**src/rtl/sic_pkg.sv**
```systemverilog
package sic_pkg;

    localparam int SIC_AW = 3;

    typedef enum logic [SIC_AW-1:0] {
        REG_STAT  = 3'd0,
        REG_RAW   = 3'd1,
        REG_ENSET = 3'd2,
        REG_ENCLR = 3'd3,
        REG_PASS  = 3'd4
    } sic_reg_e;

endpackage

```
**src/rtl/sic_regs.sv**
```systemverilog
module sic_regs
    import sic_pkg::*;
#(
    parameter int NSRC = 32
) (
    input  logic              clk,
    input  logic              rst_n,
    input  logic              wr,
    input  logic [SIC_AW-1:0] addr,
    input  logic [NSRC-1:0]   wdata,
    input  logic [NSRC-1:0]   src,
    output logic [NSRC-1:0]   en_q,
    output logic [NSRC-1:0]   pass_q,
    output logic [NSRC-1:0]   rdata
);

    localparam logic [NSRC-1:0] ZERO = '0;

    logic [NSRC-1:0] en_d;
    logic [NSRC-1:0] pass_d;

    // next-state for both masks
    always_comb begin
        en_d   = en_q;
        pass_d = pass_q;
        if (wr) begin
            unique case (addr)
                REG_ENSET: en_d   = en_q | wdata;
                REG_ENCLR: en_d   = en_q & ~wdata;
                REG_PASS:  pass_d = wdata;
                default:   ;
            endcase
        end
    end

    always_ff @(posedge clk) begin
        if (!rst_n) begin
            en_q   <= ZERO;
            pass_q <= ZERO;
        end else begin
            en_q   <= en_d;
            pass_q <= pass_d;
        end
    end

    // read mux
    always_comb begin
        unique case (addr)
            REG_STAT:  rdata = src & en_q;
            REG_RAW:   rdata = src;
            REG_ENSET: rdata = en_q;
            REG_ENCLR: rdata = ZERO;
            REG_PASS:  rdata = pass_q;
            default:   rdata = ZERO;
        endcase
    end

endmodule

```
**src/rtl/sic_route.sv**
```systemverilog
module sic_route #(
    parameter int NSRC = 32
) (
    input  logic            clk,
    input  logic            rst_n,
    input  logic [NSRC-1:0] src,
    input  logic [NSRC-1:0] en,
    input  logic [NSRC-1:0] pass,
    output logic            cascade_q,
    output logic [NSRC-1:0] direct_q
);

    logic [NSRC-1:0] merge_term;
    logic [NSRC-1:0] bypass_term;

    for (genvar i = 0; i < NSRC; i++) begin : g_lane
        assign merge_term[i]  = src[i] & en[i] & ~pass[i];
        assign bypass_term[i] = src[i] & pass[i];
    end

    always_ff @(posedge clk) begin
        if (!rst_n) begin
            cascade_q <= 1'b0;
            direct_q  <= '0;
        end else begin
            cascade_q <= |merge_term;
            direct_q  <= bypass_term;
        end
    end

endmodule

```
**src/rtl/sic_cascade.sv**
```systemverilog
module sic_cascade
    import sic_pkg::*;
#(
    parameter int NSRC = 32
) (
    input  logic              clk,
    input  logic              rst_n,
    input  logic              reg_wr,
    input  logic [SIC_AW-1:0] reg_addr,
    input  logic [NSRC-1:0]   reg_wdata,
    output logic [NSRC-1:0]   reg_rdata,
    input  logic [NSRC-1:0]   src_lvl,
    output logic              cascade_req,
    output logic [NSRC-1:0]   direct_req
);

    logic [NSRC-1:0] en_mask;
    logic [NSRC-1:0] pass_mask;

    sic_regs #(.NSRC(NSRC)) u_regs (
        .clk    (clk),
        .rst_n  (rst_n),
        .wr     (reg_wr),
        .addr   (reg_addr),
        .wdata  (reg_wdata),
        .src    (src_lvl),
        .en_q   (en_mask),
        .pass_q (pass_mask),
        .rdata  (reg_rdata)
    );

    sic_route #(.NSRC(NSRC)) u_route (
        .clk       (clk),
        .rst_n     (rst_n),
        .src       (src_lvl),
        .en        (en_mask),
        .pass      (pass_mask),
        .cascade_q (cascade_req),
        .direct_q  (direct_req)
    );

endmodule

```
**config.mk**
```make
export PLATFORM = sky130hd
export DESIGN_NAME = sic_cascade
export DESIGN_NICKNAME = d
export VERILOG_FILES = /design/src/rtl/sic_pkg.sv /design/src/rtl/sic_regs.sv /design/src/rtl/sic_route.sv /design/src/rtl/sic_cascade.sv
export SDC_FILE = /design/constraint.sdc
export NUM_CORES = 1
export LEC_CHECK = 0
export BUFFER_PORTS_ARGS = -buffer_cell sky130_fd_sc_hd__buf_2
export CORE_MARGIN = 2
export CORE_UTILIZATION = 47
export DETAILED_ROUTE_END_ITERATION = 12
export GPL_ROUTABILITY_DRIVEN = 0
export HOLD_SLACK_MARGIN = 0.08
export PLACE_DENSITY = 0.76
export SYNTH_ARGS = -nofsm -noshare
export SYNTH_HDL_FRONTEND = slang
export SYNTH_HIERARCHICAL = 1
export SYNTH_SLANG_ARGS = --single-unit
```
**constraint.sdc**
```tcl
create_clock -name clk -period 1.1 [get_ports clk]
set_input_delay 0.11 -clock clk [delete_from_list [all_inputs] [get_ports clk]]
set_output_delay 0.11 -clock clk [all_outputs]
set_load 0.01 [all_outputs]
```
After elaboration in Yosys (flattened, before gate mapping) --
Index checks and enable logic that the tools add are counted.
Word-level totals: flip-flop bits (word level) 97, input port bits 70, output and inout bits 65, logic and storage cells 147
Cells by class: equal/unequal tests 4, mux-type cells 2, bitwise logic cells 132, reductions and logical operators 5
Operators with widths (number):
- case mux 32 bit (4 select lines) | 1
- AND 1 bit | 96
- AND 32 bit | 2
- case mux 32 bit (2 select lines) | 1
- inverter 1 bit | 32
- inverter 32 bit | 1
- bitwise OR 32 bit | 1
- OR reduction 32 bit | 1
- == test 3 x 2 -> 1 bit, second input constant | 2
- AND reduction 2 bit | 2
- == test 3 x 1 -> 1 bit, second input constant | 1
- == test 3 bit, second input constant | 1
- zero test 3 bit | 1
- nonzero test 2 bit | 1

Depth between registers and ports, before layout --
Gate-level depths: netlist of the first run.
depth after elaboration 3, mapped depth 5, gate-level depth less buffers 4

Modules after synthesis --
The synthesis of the first run kept the hierarchy.
By module, submodules not included:
- sic_regs | times used 1, cells each 404, area each 3672.3 um2, seq. area each 1281.2 um2
- sic_route | times used 1, cells each 122, area each 1146.1 um2, seq. area each 660.6 um2

Worst setup path after synthesis of the first run --
OpenSTA, ideal clock, no wires.
path kind input to output, start point input port reg_addr[0], end point output port reg_rdata[0], arrival 1035 ps, data required time 990 ps, slack -45 ps, stages on the path 5, path buffers 3, path through buf_6 > or3b_1 > buf_2 > buf_6 > o32ai_2
On the way: word-level cells in the longest chain between the ends 2, elaborated cells on any way between the ends 5, classes of those cells eq/ne: 3; mux: 1; reduce/logical: 1
RTL lines:
- from (decl) | RTL line sic_cascade.sv:9 | input logic [SIC_AW-1:0] reg_addr,
- == test 3 bit (tied with other cells) | RTL line sic_regs.sv:48 | unique case (addr)
- case mux 32 bit (4 select lines) (*) | RTL line sic_regs.sv:48
- to (decl) | RTL line sic_cascade.sv:11 | output logic [NSRC-1:0] reg_rdata,
Every way passes the cells marked *; elsewhere a longest branch is shown, timed or not.

==> results.py, run 1 <==
metrics = {
    "status": {
        "outcome": "finished with violations",
        "violations": "negative setup slack",
    },
    "die": {
        "initial_core_util_pct": 48.8,
        "die-area_um2": 11100,
        "die_h_um": 105,
        "num_rows": 36,
        "ioPinCount": 135,
        "core_um2": 9860,
        "die_w_um": 105,
    },
    "place": {
        "dp_hpwl_um": 10500,
        "place_ws_ps": -207,
        "io_buffers": 134,
        "dp.cells": 780,
        "placed_area_um2": 6170,
    },
    "timing": {
        "setup_slack_ps": -235,
        "rsz0062_at_grt": "true",
        "setup_viol": 33,
        "slew_headroom_pct": 55.3,
        "whs_ps": 126,
        "tightest_slew_ps": 670,
        "hold_viol_final": 0,
        "final.setup.tns_ps": -6820,
        "fmax_mhz": 749,
        "fin_skew_ps": 8.20,
        "slew_viol_final": 0,
        "fin_crit_ps": 1340,
        "period_share_pct": 121,
    },
    "routing": {
        "drc_errors": 0,
        "vias_per_cell": 5.84,
        "routed_wl_um": 17200,
        "dr.pass1.iters": 5,
        "drtIter0Drc": 395,
        "via_count": 5188,
        "detail-route-antenna-nets": 0,
        "wl_per_cell_um": 19.4,
    },
    "synth": {
        "syn-num-nets": 596,
        "synthArstFlopShare_pct": 0,
        "synth_top_area_cell": "dfxtp_1",
        "syn_area_per_cell_um2": 9.16,
        "synth.area.top_cells": "dfxtp_1 40%, mux2i_1 13%, o32ai_2 10%",
        "synth_seq_area_share_pct": 40.3,
        "synth_flop_cell": "dfxtp_1",
        "synth_top_cell_area_share_pct": 40.3,
        "synth_warnings": 6,
        "synth-seq-cells": 97,
        "syn_inst": 526,
        "syn_area_um2": 4820,
        "ys_types": 23,
        "synth_edf_count": 0,
    },
    "layout": {
        "fin_area_um2": 7640,
        "nets": 820,
        "final_cells": 889,
        "area_delta_synth_final_pct": 58.6,
        "fillCellCount": 593,
        "seq_area_um2": 1990,
        "post-route-util_pct": 77.4,
        "drive_gt1_share_pct": 45.3,
        "multi_input_area_um2": 3170,
    },
    "global_route": {
        "grt_max_degree": 43,
        "grt.busiest_layer": "met2",
        "overflow": 0,
        "grt_pass1_wl_um": 26100,
        "grtUsageMet3_pct": 4.89,
        "grt_use_total_pct": 29.8,
        "antenna_found_initial": 1,
        "grtUsageMet2_pct": 49.8,
        "grtUsageMet1_pct": 36.4,
        "grt_pass1_vias": 5165,
    },
    "pwr": {
        "powerDensity_nw_per_um2": 1010,
        "power_mw": 7.70,
        "power_leakage_nw": 3.29,
        "peakVddDrop_v": 0.000767,
    },
    "clock_tree": {
        "root_buffer": "clkbuf_8",
        "h-tree-depth": 3,
        "numCtsBuffers": 9,
        "path_clk_slew_ps": 100,
        "clkLatencyLatePin_ps": 370,
        "clock-sinks": 97,
        "cts_tree": "yes",
        "clockBufferDepth": 2,
    },
    "setup_path": {
        "arrival_ps": 1230,
        "cp.required_ps": 990,
        "worstSetupStartpointType": "flip-flop",
        "endpoint_kind": "output pin",
        "path_class": "flip-flop to output pin",
        "ff2ff_path_depth": 5,
        "path_max_fanout": 2,
    },
    "run": {
        "maxCapViolCount": 0,
    },
    "worst_hold_path": {
        "holdPathStages": 3,
        "min_path_type": "input port to flip-flop",
    },
}
placed cells by master (no fill, tap or decap), drive strengths merged:
| cell type | count |
|---|---|
| buf | 200 |
| nand2 | 128 |
| dfxtp | 97 |
| dlygate4sd3 | 64 |
| mux2i | 64 |
| o22ai | 48 |
| inv | 33 |
| nand4b | 32 |
| and3 | 32 |
| o32ai | 32 |
| clkbuf | 12 |
| nor4 | 4 |
| clkinv | 2 |
| diode | 1 |
| clkinvlp | 1 |
| bufinv | 1 |
| and2 | 1 |
| or3b | 1 |
| nand2b | 1 |
| and4bb | 1 |
| a41oi | 1 |
where the power goes:
part	leakage, nW	internal, mW	switching, mW	total, mW
Combinational	2.38	0.806	0.834	1.64
Clock	0.103	1.18	1.25	2.43
Sequential	0.805	3.58	0.0546	3.63
Total	3.29	5.56	2.14	7.70
layer usage:
| layer | share of wire, % | vias to the layer above |
|---|---|---|
| met5 | 0 | - |
| li1 | - | 2340 |
| met3 | 7.3 | 60 |
| met2 | 50 | 284 |
| met4 | 4.0 | 0 |
| met1 | 39 | 2504 |
final timing paths:
| kind | startpoint | to | slack, ps |
|---|---|---|---|
| worst max-delay path | flip-flop | reg_rdata[8] | -240 |
| worst max register to register | flip-flop | u_route/cascade_q | -140 |
| worst min register to register | flip-flop | flip-flop | 490 |
| worst min-delay path | rst_n | u_regs/pass_q[20] | 130 |
what timing repair did:
| item | 4_1_cts | 5_1_grt |
|---|---|---|
| setup endpoints to repair | 33 | 33 |
| buffers inserted | 23 | 5 |
| pin swaps | 16 | 9 |
| hold buffers | 64 | 0 |
| endpoints found under the hold margin | 96 | 0 |
| gates resized for setup | 76 | 27 |
worst max-delay path: stages, from the launching register on:
cell and delay (ps):
dfxtp_2 350, o22ai_2 90, o32ai_4 250, buf_2 170
synthesized netlist by cell type (2+ instances only):
cell,n
and3_1,32
buf_1,2
buf_2,14
buf_6,7
clkbuf_1,27
dfxtp_1,97
inv_1,32
mux2i_1,64
nand2_1,128
nand4b_1,32
nor4_1,3
o22ai_1,47
o32ai_1,2
o32ai_2,30
final cells by class:
| class | instances | area share, % |
|---|---|---|
| multi-input cells | 345 | 41.5 |
| flip-flops and latches | 97 | 26.1 |
| repair buffers | 264 | 25.9 |
| well taps | 133 | 2.18 |
| clock buffers | 12 | 2.03 |
| inverters | 33 | 1.62 |
| clock inverters | 4 | 0.671 |
| diodes | 1 | 0.0328 |
cells by family (layout without fill, tap and decap cells):
logic type	after synthesis	after routing	synth area share, %
flops	97	97	40.3
mux	64	64	13.3
simple gates	200	200	21.3
compound gates	81	81	17.0
buf+inv	84	313	8.08
other cells	0	1	0
(Power assumes the default switching activity.)
==> run 2, diff against run 1 <==
- CORE_UTILIZATION: 47 -> 32
- PLACE_DENSITY: 0.76 -> unset
- SKIP_CTS_REPAIR_TIMING: unset -> 1
==> run 2 against run 1 <==
  * The flow still finishes with violations (negative setup slack)
  * Via count decreased by 5.7%
  * First-iteration DRC count decreased by 16%
  * Critical path depth increased by 1
  * Die area rose by 45%
  * Setup slack got worse by 39 ps
  * Utilization decreased by 26 points
  * Final cell count is 4.4% higher
  * Total power is 9.0% higher
  * Hold slack worse by 46 ps
  * Flip-flop and latch count is the same
  * Critical path type unchanged
==> results.py, run 2 (synthesis gave the netlist of run 1 again) <==
metrics = {
    "place": {
        "io_buffers": 134,
        "placed_area_um2": 6340,
        "dp_hpwl_um": 11500,
        "place_ws_ps": -272,
    },
    "timing": {
        "rsz0062_at_grt": "true",
        "hold_viol_final": 0,
        "fmax_mhz": 728,
        "setup_viol": 33,
        "setup_slack_ps": -274,
        "fin_skew_ps": 3.35,
        "fin_crit_ps": 1370,
        "tightest_slew_ps": 706,
        "slew_viol_final": 0,
        "whs_ps": 80.3,
        "slew_headroom_pct": 52.9,
        "final.setup.tns_ps": -7110,
        "period_share_pct": 125,
    },
    "global_route": {
        "antenna_found_initial": 1,
        "grt_max_degree": 46,
        "grt_pass1_vias": 4504,
        "overflow": 0,
        "grt_use_total_pct": 19.8,
        "grt_pass1_wl_um": 24700,
    },
    "setup_path": {
        "cp_top_family": "flip-flops",
        "r2r_end": "u_route/cascade_q",
        "worst-r2r-setup-slack_ps": 0,
        "path_cells": "buf_6, o22ai_4, o32ai_2, buf_2",
        "arrival_ps": 1260,
        "cp.required_ps": 990,
        "max_stage_delay_ps": 330,
        "path_class": "flip-flop to output pin",
        "crit_buf_inv": 2,
        "cpMaxStageDelayCell": "dfxtp_2",
        "ff2ff_path_depth": 5,
        "path_max_fanout": 2,
        "endpoint_kind": "output pin",
        "worstSetupStartpointType": "flip-flop",
    },
    "die": {
        "die_w_um": 127,
        "ioPinCount": 135,
        "die-area_um2": 16100,
        "initial_core_util_pct": 32.9,
        "die_h_um": 127,
        "core_um2": 14600,
        "num_rows": 44,
    },
    "status": {
        "outcome": "finished with violations",
        "violations": "negative setup slack",
    },
    "routing": {
        "wl_per_cell_um": 18.3,
        "routed_wl_um": 17000,
        "detail-route-antenna-nets": 0,
        "via_count": 4894,
        "drtIter0Drc": 332,
        "vias_per_cell": 5.27,
        "dr.pass1.iters": 5,
        "drc_errors": 0,
    },
    "layout": {
        "mostFrequentLayoutCells": "132 x buf_2, 120 x nand2_1, 64 x mux2i_1",
        "final_common_cell": "buf_2",
        "area_delta_synth_final_pct": 57.5,
        "nets": 809,
        "fin_area_um2": 7590,
        "diodes": 0,
        "drive_gt1_share_pct": 41.7,
    },
    "clock_tree": {
        "h-tree-depth": 3,
        "clock-sinks": 97,
        "root_buffer": "clkbuf_16",
        "numCtsBuffers": 9,
        "clkLatencyLatePin_ps": 360,
        "cts_tree": "yes",
        "clockBufferDepth": 2,
        "path_clk_slew_ps": 70,
    },
    "pwr": {
        "p_sw_mw": 2.28,
        "comb_power_share_pct": 18.8,
        "p_int_mw": 6.12,
        "clkPwrFrac_pct": 38.0,
        "seqPwrFrac_pct": 43.2,
        "swShare_pct": 27.1,
        "power_mw": 8.39,
        "power_leakage_nw": 3.21,
        "powerDensity_nw_per_um2": 1110,
        "peakVddDrop_v": 0.000792,
    },
    "run": {
        "maxCapViolCount": 0,
    },
    "worst_hold_path": {
        "holdPathStages": 2,
        "worstHoldStart": "src_lvl[17]",
        "min_path_type": "input port to flip-flop",
        "whs_endpoint": "u_route/direct_q[17]",
    },
}
[run 2: cell types whose count changed in the layout (fill, tap and decap cells not counted), moves of 5 or more]
cell,before,now
dfxtp_1,55,60
o22ai_2,31,14
dfxtp_2,42,34
buf_4,54,43
clkbuf_8,11,0
dlygate4sd3_1,64,59
o22ai_1,9,28
clkbuf_16,0,9
[run 2: area by class of cell]
type                       instances  area (um2)
fill                            1319        7060
multi-input combinational        345        3050
sequential                        97        2000
timing repair buffer             253        1900
clock buffer                      12         236
tap                              184         230
inverter                          33         124
clock inverter                     4        53.8
[run 2: worst register-to-register path: cells and delay by family (launching register included)]
| kind | cells | cell delay (ps) |
|---|---|---|
| flops | 1 | 340 |
| compound gates | 2 | 200 |
| simple gates | 2 | 290 |
| buf+inv | 1 | 130 |
[run 2: power groups by stage]
| stage | Sequential, mW | Clock, mW | Combinational, mW |
|---|---|---|---|
| floorplan | 3.70 | 0 | 0.781 |
| global placement | 3.70 | 0 | 1.29 |
| detailed placement | 3.70 | 0 | 1.31 |
| CTS | 3.62 | 3.24 | 1.31 |
| global route | 3.63 | 3.43 | 1.68 |
| finish | 3.63 | 3.19 | 1.58 |
[run 2: metrics by stage]
step | cells | util, %
after floorplan | 526 | -
after CTS | 859 | 45.3
final | 928 | 51.8
after global routing | 928 | 51.8
after detailed placement | 843 | 43.3
after global placement | 843 | 43.3
[run 2: how the worst max path moves through the flow]
| stage | from | endpoint | slack [ps] | cells past startpoint |
|---|---|---|---|---|
| 6_report | flip-flop | reg_rdata[23] | -270 | 4 |
| 5_1_grt | flip-flop | reg_rdata[23] | -340 | 4 |
| 4_1_cts | flip-flop | reg_rdata[15] | -350 | 4 |
| 3_5_place_dp | reg_addr[1] | reg_rdata[31] | -270 | 5 |
| 3_3_place_gp | reg_addr[1] | reg_rdata[31] | -240 | 5 |
| 2_1_floorplan | reg_addr[0] | reg_rdata[0] | 7 | 5 |
[run 2: per-layer routing]
metal | routed length, um | track usage, % | vias to the layer above | part of all wire, %
li1 | - | - | 2319 | -
met4 | 416 | 6.66 | 2 | 2.4
met2 | 8080 | 31.9 | 171 | 48
met5 | 13 | 0 | - | 0.076
met1 | 7510 | 26.0 | 2370 | 44
met3 | 985 | 5.06 | 32 | 5.8
==> run 3, diff against run 2 <==
- CORE_ASPECT_RATIO: unset -> 1.25
- RECOVER_POWER: unset -> 50
==> run 3 against run 2 <==
  * The run still ends with negative setup slack left
  * Critical path depth unchanged
  * Clock skew up 1.9 ps
  * Final cell count up 0.54%
  * Flip-flop and latch count unchanged
  * Count of clock-buffer cells in the layout is 3 lower
  * Hold slack lost 34 ps
  * Die area hardly changed
==> results.py, run 3 (synthesis gave the netlist of run 1 again) <==
metrics = {
    "status": {
        "outcome": "finished with violations",
        "violations": "negative setup slack",
    },
    "clock_tree": {
        "h-tree-depth": 3,
        "root_buffer": "clkbuf_16",
        "cts_tree": "yes",
        "clock-sinks": 97,
        "path_clk_slew_ps": 70,
        "numCtsBuffers": 9,
        "clkLatencyLatePin_ps": 340,
        "clockBufferDepth": 2,
    },
    "die": {
        "initial_core_util_pct": 32.5,
        "core_um2": 14800,
        "die_w_um": 114,
        "num_rows": 50,
        "ioPinCount": 135,
        "die_h_um": 141,
        "die-area_um2": 16100,
    },
    "pwr": {
        "peakVddDrop_v": 0.000729,
        "clkPwrFrac_pct": 40.4,
        "p_int_mw": 6.53,
        "comb_power_share_pct": 18.2,
        "power_mw": 8.75,
        "power_leakage_nw": 3.16,
        "swShare_pct": 25.4,
        "seqPwrFrac_pct": 41.4,
        "powerDensity_nw_per_um2": 1150,
        "p_sw_mw": 2.22,
    },
    "layout": {
        "mostFrequentLayoutCells": "128 x nand2_1, 116 x buf_2, 67 x dfxtp_1",
        "final_cells": 933,
        "area_delta_synth_final_pct": 57.3,
        "nets": 817,
        "drive_gt1_share_pct": 37.4,
        "post-route-util_pct": 51.1,
        "final_common_cell": "nand2_1",
    },
    "timing": {
        "fmax_mhz": 720,
        "fin_crit_ps": 1390,
        "period_share_pct": 126,
        "whs_ps": 45.8,
        "hold_viol_final": 0,
        "setup_slack_ps": -289,
        "slew_headroom_pct": 58.1,
        "tightest_slew_ps": 628,
        "rsz0062_at_grt": "true",
        "fin_skew_ps": 5.27,
        "slew_viol_final": 0,
        "setup_viol": 32,
    },
    "routing": {
        "routed.top_layer": "met4",
        "drc_errors": 0,
        "routed_wl_um": 17200,
        "dr_wl_met2_um": 9030,
        "drtIter0Drc": 259,
        "via_count": 4843,
        "detail-route-antenna-nets": 0,
        "vias_per_cell": 5.19,
        "wl_met1_um": 6890,
        "wl_met3_um": 696,
        "wl_per_cell_um": 18.4,
        "dr.pass1.iters": 5,
    },
    "setup_path": {
        "worstSetupStartpointType": "flip-flop",
        "arrival_ps": 1280,
        "path_class": "flip-flop to output pin",
        "path_max_fanout": 3,
        "ff2ff_path_depth": 4,
        "endpoint_kind": "output pin",
        "cp.required_ps": 990,
    },
    "worst_hold_path": {
        "holdPathStages": 3,
        "min_path_type": "input port to flip-flop",
    },
    "global_route": {
        "overflow": 0,
        "grt_max_degree": 40,
        "antenna_found_initial": 2,
        "grt_use_total_pct": 20.1,
        "grt_pass1_vias": 4571,
        "grt_pass1_wl_um": 24700,
    },
    "place": {
        "dp_hpwl_um": 12200,
        "place_ws_ps": -253,
        "dp.cells": 859,
        "io_buffers": 134,
    },
    "run": {
        "maxCapViolCount": 0,
    },
}
## run 3: cell types whose count changed in the layout (fill, tap and decap cells not counted), sizes merged
| cell | delta |
|---|---|
| bufinv | +2 |
| buf | -23 |
| clkinvlp | -2 |
| clkbuf | +32 |
| dlygate4sd3 | -4 |
| diode | +2 |
## run 3: final cells by class
type	instances	area, um2
Timing Repair Buffer	261	1840
Tap cell	182	228
Clock inverter	4	95.1
Clock buffer	9	225
Antenna cell	2	5.00
Inverter	33	124
Multi-Input combinational cell	345	3080
Sequential cell	97	1980
Fill cell	1372	7250
## run 3: final timing paths
path / to / slack, ps / startpoint
setup reg to reg: u_route/cascade_q / 10 / flip-flop
hold / removal: u_regs/pass_q[7] / 50 / reg_wdata[7]
hold reg to reg: flip-flop / 470 / flip-flop
setup / recovery: reg_rdata[1] / -290 / u_regs/pass_q[1]
## run 3: through the flow
| stage | TNS (ps) | instance area [um2] |
|---|---|---|
| after floorplan | 0 | 5200 |
| after global placement | -9780 | 6460 |
| after detailed placement | -11050 | 6460 |
| after CTS | -8330 | 6780 |
| after global routing | -9220 | 7580 |
| final | -6890 | 7580 |
## run 3: power by group through the flow
stage / Combinational (mW) / Sequential, mW / Clock, mW
final: 1.59 / 3.63 / 3.53
after global routing: 1.70 / 3.63 / 3.75
after CTS: 1.35 / 3.62 / 3.60
after detailed placement: 1.35 / 3.70 / 0
after global placement: 1.33 / 3.70 / 0
after floorplan: 0.781 / 3.70 / 0
## run 3: metal layers
metal	up-vias	GRT usage, %
met1	2323	24.1
met3	36	3.14
met5	-	0
met4	0	9.82
li1	2333	-
met2	151	34.9
## run 3: critical path, cell delays in order, from the launching register on
cell,delay [ps]
dfxtp_1,330
clkbuf_1,190
inv_1,100
o32ai_4,140
buf_2,180
